## src/rtl/mixcache_pkg.sv

```systemverilog
package mixcache_pkg;

  typedef enum logic [1:0] {
    ST_IDLE = 2'd0,
    ST_PUSH = 2'd1,
    ST_FILL = 2'd2,
    ST_WT   = 2'd3
  } seq_t;

  localparam logic [1:0] SZ_BYTE = 2'd0;
  localparam logic [1:0] SZ_HALF = 2'd1;

  // byte-lane enables for a 32-bit word from access size and address low bits
  function automatic logic [3:0] lane_mask(input logic [1:0] size, input logic [1:0] low);
    logic [3:0] m;
    case (size)
      SZ_BYTE: m = 4'b0001 << low;
      SZ_HALF: m = low[1] ? 4'b1100 : 4'b0011;
      default: m = 4'b1111;
    endcase
    return m;
  endfunction

endpackage

```

## src/rtl/mixcache_lines.sv

```systemverilog
module mixcache_lines #(
  parameter int SETS  = 8,
  parameter int WORDS = 4,
  parameter int TAG_W = 25,
  localparam int IDX_W = $clog2(SETS),
  localparam int OFS_W = $clog2(WORDS)
) (
  input  logic             clk,
  input  logic             rst_n,
  input  logic             inval_all,
  input  logic [IDX_W-1:0] idx,
  input  logic [OFS_W-1:0] rd_sel,
  output logic [TAG_W-1:0] rd_tag,
  output logic             rd_v,
  output logic             rd_m,
  output logic [31:0]      rd_word,
  input  logic             wr_en,
  input  logic [OFS_W-1:0] wr_sel,
  input  logic [3:0]       wr_be,
  input  logic [31:0]      wr_data,
  input  logic             fill_done,
  input  logic [TAG_W-1:0] fill_tag,
  input  logic             mark_dirty
);

  logic [TAG_W-1:0] tag_q [SETS];
  logic [SETS-1:0]  v_q, m_q;
  logic [31:0]      data_q [SETS*WORDS];

  assign rd_tag  = tag_q[idx];
  assign rd_v    = v_q[idx];
  assign rd_m    = m_q[idx];
  assign rd_word = data_q[{idx, rd_sel}];

  always_ff @(posedge clk) begin
    if (!rst_n || inval_all) begin
      v_q <= '0;
      m_q <= '0;
    end else begin
      if (fill_done) begin
        v_q[idx] <= 1'b1;
        m_q[idx] <= 1'b0;
      end
      if (mark_dirty) m_q[idx] <= 1'b1;
    end
  end

  always_ff @(posedge clk) begin
    if (fill_done) tag_q[idx] <= fill_tag;
    if (wr_en) begin
      for (int b = 0; b < 4; b++) begin
        if (wr_be[b]) data_q[{idx, wr_sel}][8*b +: 8] <= wr_data[8*b +: 8];
      end
    end
  end

  // a dirty line is always a valid line
  for (genvar s = 0; s < SETS; s++) begin : g_flag_chk
    p_dirty_valid_r4: assert property (@(posedge clk) disable iff (!rst_n)
      m_q[s] |-> v_q[s])
      else $error("dirty flag on invalid line %0d", s);
  end

  p_inval_clears_r11: assert property (@(posedge clk) disable iff (!rst_n)
    inval_all |=> (v_q == '0) && (m_q == '0))
    else $error("invalidate-all left flags set");

endmodule

```

## src/rtl/mixcache_seq.sv

```systemverilog
module mixcache_seq
  import mixcache_pkg::*;
#(
  parameter int OFS_W = 2
) (
  input  logic             clk,
  input  logic             rst_n,
  input  logic             inval_all,
  input  logic             cpu_valid,
  input  logic             cpu_write,
  input  logic             cpu_wt,
  input  logic             hit,
  input  logic             vic_dirty,
  input  logic             mem_ready,
  output seq_t             state,
  output logic [OFS_W-1:0] cnt,
  output logic             cpu_ready,
  output logic             mem_req,
  output logic             mem_we,
  output logic             fill_wr,
  output logic             fill_done,
  output logic             cb_merge,
  output logic             wt_merge,
  output logic             inval_go
);

  localparam logic [OFS_W-1:0] LAST = '1;

  seq_t nxt;

  always_comb begin
    nxt       = state;
    cpu_ready = 1'b0;
    mem_req   = 1'b0;
    mem_we    = 1'b0;
    fill_wr   = 1'b0;
    fill_done = 1'b0;
    cb_merge  = 1'b0;
    wt_merge  = 1'b0;
    inval_go  = 1'b0;
    case (state)
      ST_IDLE: begin
        if (inval_all) begin
          inval_go = 1'b1;
        end else if (cpu_valid) begin
          if (cpu_write && cpu_wt) begin
            nxt = ST_WT;
          end else if (hit) begin
            cpu_ready = 1'b1;
            cb_merge  = cpu_write;
          end else begin
            nxt = vic_dirty ? ST_PUSH : ST_FILL;
          end
        end
      end
      ST_PUSH: begin
        mem_req = 1'b1;
        mem_we  = 1'b1;
        if (mem_ready && cnt == LAST) nxt = ST_FILL;
      end
      ST_FILL: begin
        mem_req = 1'b1;
        if (mem_ready) begin
          fill_wr = 1'b1;
          if (cnt == LAST) begin
            fill_done = 1'b1;
            nxt       = ST_IDLE;
          end
        end
      end
      default: begin
        mem_req = 1'b1;
        mem_we  = 1'b1;
        if (mem_ready) begin
          cpu_ready = 1'b1;
          wt_merge  = hit;
          nxt       = ST_IDLE;
        end
      end
    endcase
  end

  always_ff @(posedge clk) begin
    if (!rst_n) begin
      state <= ST_IDLE;
      cnt   <= '0;
    end else begin
      state <= nxt;
      if (mem_ready && (state == ST_PUSH || state == ST_FILL)) cnt <= cnt + 1'b1;
    end
  end

  p_cnt_idle_r3: assert property (@(posedge clk) disable iff (!rst_n)
    (state == ST_IDLE || state == ST_WT) |-> cnt == '0)
    else $error("word counter not at zero outside a line transfer");

  p_push_then_fill_r8: assert property (@(posedge clk) disable iff (!rst_n)
    (state == ST_PUSH && mem_ready && cnt == LAST) |=> state == ST_FILL)
    else $error("write-back not followed by refill");

  p_ready_needs_valid_r13: assert property (@(posedge clk) disable iff (!rst_n)
    cpu_ready |-> cpu_valid)
    else $error("cpu_ready without a request");

endmodule

```

## src/rtl/mixcache_ctrl.sv

```systemverilog
module mixcache_ctrl
  import mixcache_pkg::*;
#(
  parameter int ADDR_W = 32,
  parameter int SETS   = 8,
  parameter int WORDS  = 4
) (
  input  logic              clk,
  input  logic              rst_n,
  input  logic              inval_all,
  input  logic              cpu_valid,
  output logic              cpu_ready,
  input  logic              cpu_write,
  input  logic              cpu_wt,
  input  logic [1:0]        cpu_size,
  input  logic [ADDR_W-1:0] cpu_addr,
  input  logic [31:0]       cpu_wdata,
  output logic [31:0]       cpu_rdata,
  output logic              mem_req,
  output logic              mem_we,
  output logic [ADDR_W-1:0] mem_addr,
  output logic [3:0]        mem_be,
  output logic [31:0]       mem_wdata,
  input  logic              mem_ready,
  input  logic [31:0]       mem_rdata
);

  localparam int IDX_W = $clog2(SETS);
  localparam int OFS_W = $clog2(WORDS);
  localparam int TAG_W = ADDR_W - IDX_W - OFS_W - 2;

  logic [OFS_W-1:0] a_sel, rd_sel, wr_sel, cnt;
  logic [IDX_W-1:0] a_idx;
  logic [TAG_W-1:0] a_tag, rd_tag;
  logic [3:0]       lanes, wr_be;
  logic [31:0]      rd_word, wr_data;
  logic             rd_v, rd_m, hit, vic_dirty, wr_en;
  logic             fill_wr, fill_done, cb_merge, wt_merge, inval_go;
  seq_t             state;

  assign a_sel     = cpu_addr[OFS_W+1:2];
  assign a_idx     = cpu_addr[OFS_W+2 +: IDX_W];
  assign a_tag     = cpu_addr[ADDR_W-1 -: TAG_W];
  assign lanes     = lane_mask(cpu_size, cpu_addr[1:0]);
  assign hit       = rd_v && (rd_tag == a_tag);
  assign vic_dirty = rd_v && rd_m;

  assign rd_sel  = (state == ST_PUSH) ? cnt : a_sel;
  assign wr_en   = fill_wr | cb_merge | wt_merge;
  assign wr_sel  = fill_wr ? cnt : a_sel;
  assign wr_be   = fill_wr ? 4'hF : lanes;
  assign wr_data = fill_wr ? mem_rdata : cpu_wdata;

  always_comb begin
    case (state)
      ST_PUSH: mem_addr = {rd_tag, a_idx, cnt, 2'b00};
      ST_FILL: mem_addr = {a_tag, a_idx, cnt, 2'b00};
      default: mem_addr = {cpu_addr[ADDR_W-1:2], 2'b00};
    endcase
  end

  assign mem_be    = (state == ST_WT) ? lanes : 4'hF;
  assign mem_wdata = (state == ST_WT) ? cpu_wdata : rd_word;
  assign cpu_rdata = rd_word;

  mixcache_seq #(.OFS_W(OFS_W)) u_seq (
    .clk       (clk),
    .rst_n     (rst_n),
    .inval_all (inval_all),
    .cpu_valid (cpu_valid),
    .cpu_write (cpu_write),
    .cpu_wt    (cpu_wt),
    .hit       (hit),
    .vic_dirty (vic_dirty),
    .mem_ready (mem_ready),
    .state     (state),
    .cnt       (cnt),
    .cpu_ready (cpu_ready),
    .mem_req   (mem_req),
    .mem_we    (mem_we),
    .fill_wr   (fill_wr),
    .fill_done (fill_done),
    .cb_merge  (cb_merge),
    .wt_merge  (wt_merge),
    .inval_go  (inval_go)
  );

  mixcache_lines #(.SETS(SETS), .WORDS(WORDS), .TAG_W(TAG_W)) u_lines (
    .clk        (clk),
    .rst_n      (rst_n),
    .inval_all  (inval_go),
    .idx        (a_idx),
    .rd_sel     (rd_sel),
    .rd_tag     (rd_tag),
    .rd_v       (rd_v),
    .rd_m       (rd_m),
    .rd_word    (rd_word),
    .wr_en      (wr_en),
    .wr_sel     (wr_sel),
    .wr_be      (wr_be),
    .wr_data    (wr_data),
    .fill_done  (fill_done),
    .fill_tag   (a_tag),
    .mark_dirty (cb_merge)
  );

  p_read_hit_quiet_r2: assert property (@(posedge clk) disable iff (!rst_n)
    (state == ST_IDLE && !inval_all && cpu_valid && !cpu_write && hit) |-> cpu_ready && !mem_req)
    else $error("read hit stalled or touched memory");

  p_cb_hit_quiet_r5: assert property (@(posedge clk) disable iff (!rst_n)
    (state == ST_IDLE && !inval_all && cpu_valid && cpu_write && !cpu_wt && hit) |=> !mem_req)
    else $error("copyback write hit caused memory traffic");

  p_fill_is_read_r3: assert property (@(posedge clk) disable iff (!rst_n)
    (state == ST_FILL) |-> mem_req && !mem_we)
    else $error("fill issued a write");

  p_push_full_r8: assert property (@(posedge clk) disable iff (!rst_n)
    (state == ST_PUSH) |-> mem_we && mem_be == 4'hF)
    else $error("write-back not a full-word write");

  p_mem_hold_r13: assert property (@(posedge clk) disable iff (!rst_n)
    (mem_req && !mem_ready) |=> mem_req && $stable(mem_addr) && $stable(mem_we))
    else $error("memory request changed while stalled");

endmodule

```

## config.mk

```make
export PLATFORM = sky130hd
export DESIGN_NAME = mixcache_ctrl
export DESIGN_NICKNAME = d
export VERILOG_FILES = /design/src/rtl/mixcache_pkg.sv /design/src/rtl/mixcache_lines.sv /design/src/rtl/mixcache_seq.sv /design/src/rtl/mixcache_ctrl.sv
export SDC_FILE = /design/constraint.sdc
export NUM_CORES = 2
export LEC_CHECK = 0
export ABC_AREA = 1
export BUFFER_PORTS_ARGS = -buffer_cell sky130_fd_sc_hd__buf_2
export CAP_MARGIN = 20
export CORE_MARGIN = 2
export CORE_UTILIZATION = 55
export DETAILED_ROUTE_END_ITERATION = 6
export PLACE_DENSITY = 0.72
export SETUP_SLACK_MARGIN = 0.02
export SLEW_MARGIN = 0
export SYNTH_ARGS = -nofsm -noshare
export SYNTH_HDL_FRONTEND = slang
export SYNTH_HIERARCHICAL = 1
export SYNTH_SLANG_ARGS = --single-unit
```

## constraint.sdc

```tcl
create_clock -name clk -period 5.5 [get_ports clk]
set_clock_uncertainty 0.05 [all_clocks]
set_input_delay 0.275 -clock clk [delete_from_list [all_inputs] [get_ports clk]]
set_output_delay 0.275 -clock clk [all_outputs]
set_load 0.01 [all_outputs]
```

# ---- After elaboration in Yosys (flattened, before gate mapping)
# Memories as Yosys holds them, arrays and structs flattened.
# Cells that the tools add are included.
dict set report totals {
  ff_bits 20
  ram_bits 1224
  word_cells 107
  mem_count 2
}
dict set report op_classes {
  n_addsub 1
  magnitude_cmp 2
  eq_ne 12
  n_shift 1
  mux 63
  bitwise_logic 6
  reduce_logical 16
}
# name depth width read_ports rd_ports_with_merged_regs write_ports line
set mem_list {}
lappend mem_list {u_lines.data_q 32 32 1 0 1 mixcache_lines.sv:28} ;# logic [31:0] data_q [SETS*WORDS];
lappend mem_list {u_lines.tag_q 8 25 1 0 1 mixcache_lines.sv:26} ;# logic [TAG_W-1:0] tag_q [SETS];
# cell count
set ops {}
lappend ops {{$mux W32} 2}
lappend ops {{$pmux W32 S2} 1}
lappend ops {{$mux W1} 37}
lappend ops {{$eq A25 B25 Y1} 1}
lappend ops {{$mux W8} 3}
lappend ops {{$mux W2} 11}
lappend ops {{$or A8 B8 Y8} 2}
lappend ops {{$mux W4} 3}
lappend ops {{$and A8 B8 Y8} 1}
lappend ops {{$not A8 Y8} 1}
lappend ops {{$pmux W4 S2} 1}
lappend ops {{$reduce_and A7 Y1} 1}
lappend ops {{$bmux W1 S3} 2}
lappend ops {{$eq A2 B2 Y1 const B} 3}
lappend ops {{$logic_and A1 B1 Y1} 6}
lappend ops {{$ne A2 B2 Y1 const B} 3}
lappend ops {{$pmux W2 S3} 1}
lappend ops {{$eq A2 B1 Y1 const B} 2}
lappend ops {{$logic_not A2 Y1} 2}
lappend ops {{$lt A3 B4 Y1 const B} 1}
lappend ops {{$ne A2 B1 Y1 const B} 2}
lappend ops {{$reduce_or A2 Y1} 2}
lappend ops {{$shl A1 B2 Y4 const A} 1}
lappend ops {{$demux W1 S3} 1}
lappend ops {{other kinds (9)} 11}

# ---- Logic depth before layout (Yosys ltp)
dict set report logic_depth {
  depth_word 12
  depth_mapped 24
  depth_no_buf 21
}

# ---- Cells and area by module
# Netlist, hierarchy kept.
# module instances cells_each area_each_um2
set by_module_without_submodules {}
lappend by_module_without_submodules {mixcache_lines 1 5327 53692.7}
lappend by_module_without_submodules {mixcache_ctrl 1 390 1741.7}
lappend by_module_without_submodules {mixcache_seq 1 57 354.1}

# ---- Worst setup path before layout
# Ideal clock, no wire load.
dict set report synth_path {
  kind {in2reg}
  startpoint {input port cpu_addr[5]}
  endpoint {memory u_lines.data_q[10][0] (enable)}
  arrival_time_ps 2942
  required_time_ps 5080
  slack_ps 2137
  cell_stages 24
  path_buffers 3
  cell_sequence {buf_4 -> nor2_1 -> nand2_1 -> inv_2 -> buf_2 -> nand2_1 -> nand2_1 -> nor2_1 -> nand3b_1 -> inv_1 -> nand2_1 -> nand2_1 -> nor2_1 -> nand2_1 -> nor2_1 -> nand2_1 -> nor2_1 -> nand3_1 -> or2_1 -> nor2_1 -> or3_1 -> nand2_1 -> clkbuf_1 -> nor2_1}
}
dict set report synth_via {
  elab_chain_cells 12
  elab_cells_between_ends 16
  classes_between {1 x eq/ne; 11 x mux; 2 x bitwise; 1 x reduce/logical; 1 x memory}
}
# item line
set synth_lines {}
lappend synth_lines {{start, declared} mixcache_ctrl.sv:16} ;# input logic [ADDR_W-1:0] cpu_addr,
lappend synth_lines {{$mem_v2 Z8 W25} -}
lappend synth_lines {{named net rd_tag[15]} mixcache_ctrl.sv:34} ;# logic [TAG_W-1:0] a_tag, rd_tag;
lappend synth_lines {{$eq A25 B25 Y1} mixcache_ctrl.sv:45} ;# assign hit = rd_v && (rd_tag == a_tag);
lappend synth_lines {{$logic_and A1 B1 Y1} mixcache_ctrl.sv:45}
lappend synth_lines {{named net hit} mixcache_ctrl.sv:37} ;# logic rd_v, rd_m, hit, vic_dirty, wr_en;
lappend synth_lines {{$mux W1} mixcache_seq.sv:48} ;# end else if (hit) begin
lappend synth_lines {{$mux W1} mixcache_seq.sv:46} ;# if (cpu_write && cpu_wt) begin
lappend synth_lines {{$mux W1} mixcache_seq.sv:45} ;# end else if (cpu_valid) begin
lappend synth_lines {{$mux W1} mixcache_seq.sv:43} ;# if (inval_all) begin
lappend synth_lines {{$mux W1} mixcache_seq.sv:41} ;# case (state)
lappend synth_lines {{named net cb_merge} mixcache_ctrl.sv:38} ;# logic fill_wr, fill_done, cb_merge, wt_merge, inval_go;
lappend synth_lines {{$or A1 B1 Y1 (2 in series)} mixcache_ctrl.sv:49} ;# assign wr_en = fill_wr | cb_merge | wt_merge;
lappend synth_lines {{named net wr_en} mixcache_ctrl.sv:37}
lappend synth_lines {{$mux W1} mixcache_lines.sv:50} ;# if (wr_en) begin
lappend synth_lines {{$mux W1 (implied by the code)} mixcache_lines.sv:52} ;# if (wr_be[b]) data_q[{idx, wr_sel}][8*b +: 8] <= wr_data[8*b +: 8];
lappend synth_lines {{end, declared} mixcache_lines.sv:28}
# The timed path passes the listed nets, and every way through them passes these cells. The select of a mux whose other input is x is not followed.

# ---- Worst setup path after layout
dict set report layout_path {
  startpoint {register u_seq.state[1]}
  endpoint {output port mem_wdata[31]}
}
dict set report layout_via {
  elab_chain_cells 4
  elab_cells_between_ends 5
  classes_between {2 x eq/ne; 2 x mux; 1 x memory}
}
# item line
set layout_lines {}
lappend layout_lines {{start, declared} mixcache_seq.sv:15} ;# output seq_t state,
lappend layout_lines {{start signal, assigned} mixcache_seq.sv:88} ;# state <= nxt;
lappend layout_lines {{$eq A2 B1 Y1} mixcache_ctrl.sv:48} ;# assign rd_sel = (state == ST_PUSH) ? cnt : a_sel;
lappend layout_lines {{$mux W2} mixcache_ctrl.sv:48}
lappend layout_lines {{named net rd_sel[1]} mixcache_ctrl.sv:32} ;# logic [OFS_W-1:0] a_sel, rd_sel, wr_sel, cnt;
lappend layout_lines {{$mem_v2 Z32 W32} -}
lappend layout_lines {{$mux W32} mixcache_ctrl.sv:63} ;# assign mem_wdata = (state == ST_WT) ? cpu_wdata : rd_word;
lappend layout_lines {{end, declared} mixcache_ctrl.sv:23} ;# output logic [31:0] mem_wdata,
# The timed path passes the listed nets, and every way through them passes these cells.

==> run metrics <==
synth cell count leaders nand2_1 (2190), edfxtp_1 (1224), inv_1 (1074); clk root buf clkbuf_16; DRT antenna net count 0; final HPWL from detailed placement 87170 um; most common cell in the netlist nand2_1; slew margin rel. 22.37%; first-pass GRT wire length 216600 um; critical-path cell list inv_1 > ha_1 > o21ai_4 > inv_8 > buf_16 > nand3_1 > nand2_1 > nand2_1 > nand2_1 > nor2_1 > nand2_1 > mux2_2 > buf_2; Max Cap Violations 0; Initial Util 55.63%; CTS tree done; Syn Area/Cell roughly 9.7 um^2; Slew Limit Fails 0; Setup crit end kind output port; post-DR vias/cell 5.274; r2r endpoint u_lines/data_q[25][24]$_DFFE_PP_; FF-to-FF path depth 9; CP Buf/Inv Count 4; Die Ht between 300 and 400 um; WS Path Type register to output port; drc violations 0; Distinct cells, synth 33; H-Tree Level Count 3; CP most frequent cell nand2_1; placed instance area about 0.058 mm^2; postcts setup bufs 0; clk_lat worst skew 0.72 ns; Post-synth EDFFs 1224; synthesis warning total 6; row count 116; Post-synth ARST share 0%; hold path start mem_rdata[27]; status finished, final reports clean; FMAX 204.2 MHz; worst reg-to-reg setup slack 1.32 ns; Worst path max stage delay 0.70 ns; largest net degree at the start of global routing between 150 and 200; CORE AREA 0.1003 mm^2; WHS Path Cells 3; vias in the first global route around 37000; sequential share of the synthesized area 66.60%; port buffer count between 200 and 250; clk slew on worst S/H paths approximately 0.070 ns; # clock sinks 1244; P per Cell Area 412.2 mW/mm^2; Area Growth Syn to Fin 12.21%; Total GRT Usage 27.85%; end of the worst hold path u_lines/data_q[12][27]$_DFFE_PP_; min Tclk post-route 4.897 ns; dominant synthesized flop cell edfxtp_1; fin nets roughly 6100; Mapped Area 0.05579 mm^2; Leak Pwr 0.02758 uW; routed vias 39080; Worst EP required 5.18 ns; Seq cells post-synth 1244; Worst Max-Slew Pin Slew 1.160 ns; DRT Pass-1 Iters 7; crit-path max FO 119; Final Routed Wirelength 145500 um; DR iter-0 viols between 4000 and 5000; I/O pins 208; setup violators final 0; gpl congestion 0.8804; RSZ-0062 raised after global routing false; Startpoint Class register; CTS Hold Buffers Added 30; ranking of synthesized cells by area edfxtp_1 (66%), nand2_1 (15%), inv_1 (7.2%), nand3_1 (4.5%), nor2_1 (1.9%); Post-Route Setup TNS 0 ns; design area roughly 0.063 mm^2; final critical-path share of the clock period roughly nine tenths; Fin. Hold Viols 0; total power 25800 uW; Die W 322.5 um; initial antenna violation count 1; CP Data Arrival Time between 4 and 5 ns; Die ar. 0.1040 mm^2; worst r2r src u_seq/state[0]$_SDFFE_PN0P_; Max clock buf depth 3; cts bufs inserted 121; critical path's slowest cell o21ai_4; Peak VDD IR 0.0003612 V; cts repair resizes 0; share of cells above drive strength 1 roughly 8.6%; DR WL/cell around 20 um; total grt overflow 0; family with the most delay on the worst path simple AND/OR/NAND/NOR gates; Synth area leader edfxtp_1; hold crit path type input port to register; Synth Instances 5774; area share of the largest cell type after synthesis 65.88%
-- layout make-up --
type,count,area (um^2)
sequential,1244,37160
clock inverter,81,923.4
multi-input combinational,3183,13420
inverter,1088,4110
clock buffer,145,3161
tap,1357,1698
antenna,5,12.51
timing repair buffer,307,2117
fill,7866,37690
-- placed cells by master (no fill, tap or decap), types with 2 or more instances in the layout --
cell	instances
nand4_1	19
clkbuf_1	22
o21ai_0	19
and3_1	8
inv_2	11
edfxtp_1	1224
or2_1	10
or2_2	3
inv_16	2
clkinv_8	2
xnor2_1	4
nor2_2	8
nand3b_1	4
nand2_2	3
diode_2	5
nor2_1	273
dlygate4sd3_1	33
clkbuf_16	123
inv_1	1073
a22oi_1	4
buf_12	13
o21ai_2	5
conb_1	2
buf_16	4
o22ai_1	23
clkinv_4	2
clkinv_2	20
ha_1	7
a21oi_1	64
nand3_1	503
inv_6	2
buf_2	205
nand2_1	2189
buf_4	52
clkinv_1	27
bufinv_16	19
dfxtp_1	20
clkinvlp_4	9
o21ai_4	30
-- registers in the layout (all words and copies together), names as in the netlist --
signal / count
u_lines/m_q: 8
u_seq/state: 2
u_seq/cnt: 2
u_lines/tag_q: 200
u_lines/data_q: 1024
u_lines/v_q: 8
-- power by group --
part,leakage (uW),switching (uW),internal (uW)
Clock,0.00197,3480,4980
Combinational,0.0144,4630,1690
Sequential,0.0112,35.8,11000
Total,0.0276,8150,17700
-- cells by family (layout without fill, tap and decap cells) --
family                   Yosys count  after routing  synth area share (%)
multiplexers                       1              1               0.02018
adder cells (fa/ha/maj)            8              8                0.1794
buffers and inverters           1348           1621                 10.04
other                              1              7              0.006722
flip-flops                      1244           1244                 66.60
AO/OA/AOI/OAI                    146            146                 1.397
AND/OR/NAND/NOR                 3022           3022                 21.69
XOR/XNOR                           4              4               0.06279
-- per-stage QoR --
stage	std cells	util, %	worst slack, ns	hold slack [ns]
2_1_floorplan	5775	-	2.137	0.3239
3_3_place_gp	7139	57.83	0.8571	0.3922
3_5_place_dp	7141	57.88	0.6447	0.3984
4_1_cts	7397	62.25	0.5676	0.008404
5_1_grt	7405	62.40	0.4114	0.01273
6_report	7410	62.42	0.6030	0.02991
-- worst reg2reg max path, delay by kind of cell, from the launching register on --
family,cells,cell delay [ns]
and+or+nand+nor,4,1.98
AOI/OAI and AO/OA,1,0.62
DFF,1,0.52
buffers and inverters,3,0.35
adders and majority gates,1,0.28
-- how the worst max path moves through the flow --
stage                                start                                to  slack, ns  depth (start not counted)
2_1_floorplan                  cpu_addr[5]   u_lines/data_q[10][0]$_DFFE_PP_       2.14                         24
3_3_place_gp                   cpu_addr[4]   u_lines/data_q[21][9]$_DFFE_PP_       0.86                         19
3_5_place_dp                   cpu_addr[5]  u_lines/data_q[11][29]$_DFFE_PP_       0.64                         22
4_1_cts        u_seq/state[1]$_SDFFE_PN0P_                      mem_wdata[8]       0.57                         14
5_1_grt        u_seq/state[1]$_SDFFE_PN0P_                     mem_wdata[31]       0.41                         13
6_report       u_seq/state[1]$_SDFFE_PN0P_                     mem_wdata[31]       0.60                         13
-- layer usage --
| layer | vias up | GRT usage, % | wire length (um) |
|---|---|---|---|
| met5 | - | 0 | 11 |
| met4 | 2 | 10.07 | 5060 |
| met3 | 268 | 5.136 | 15040 |
| met2 | 2083 | 45.02 | 67360 |
| met1 | 18260 | 37.95 | 58010 |
| li1 | 18460 | - | - |
Power figures use the tool's default switching activity.
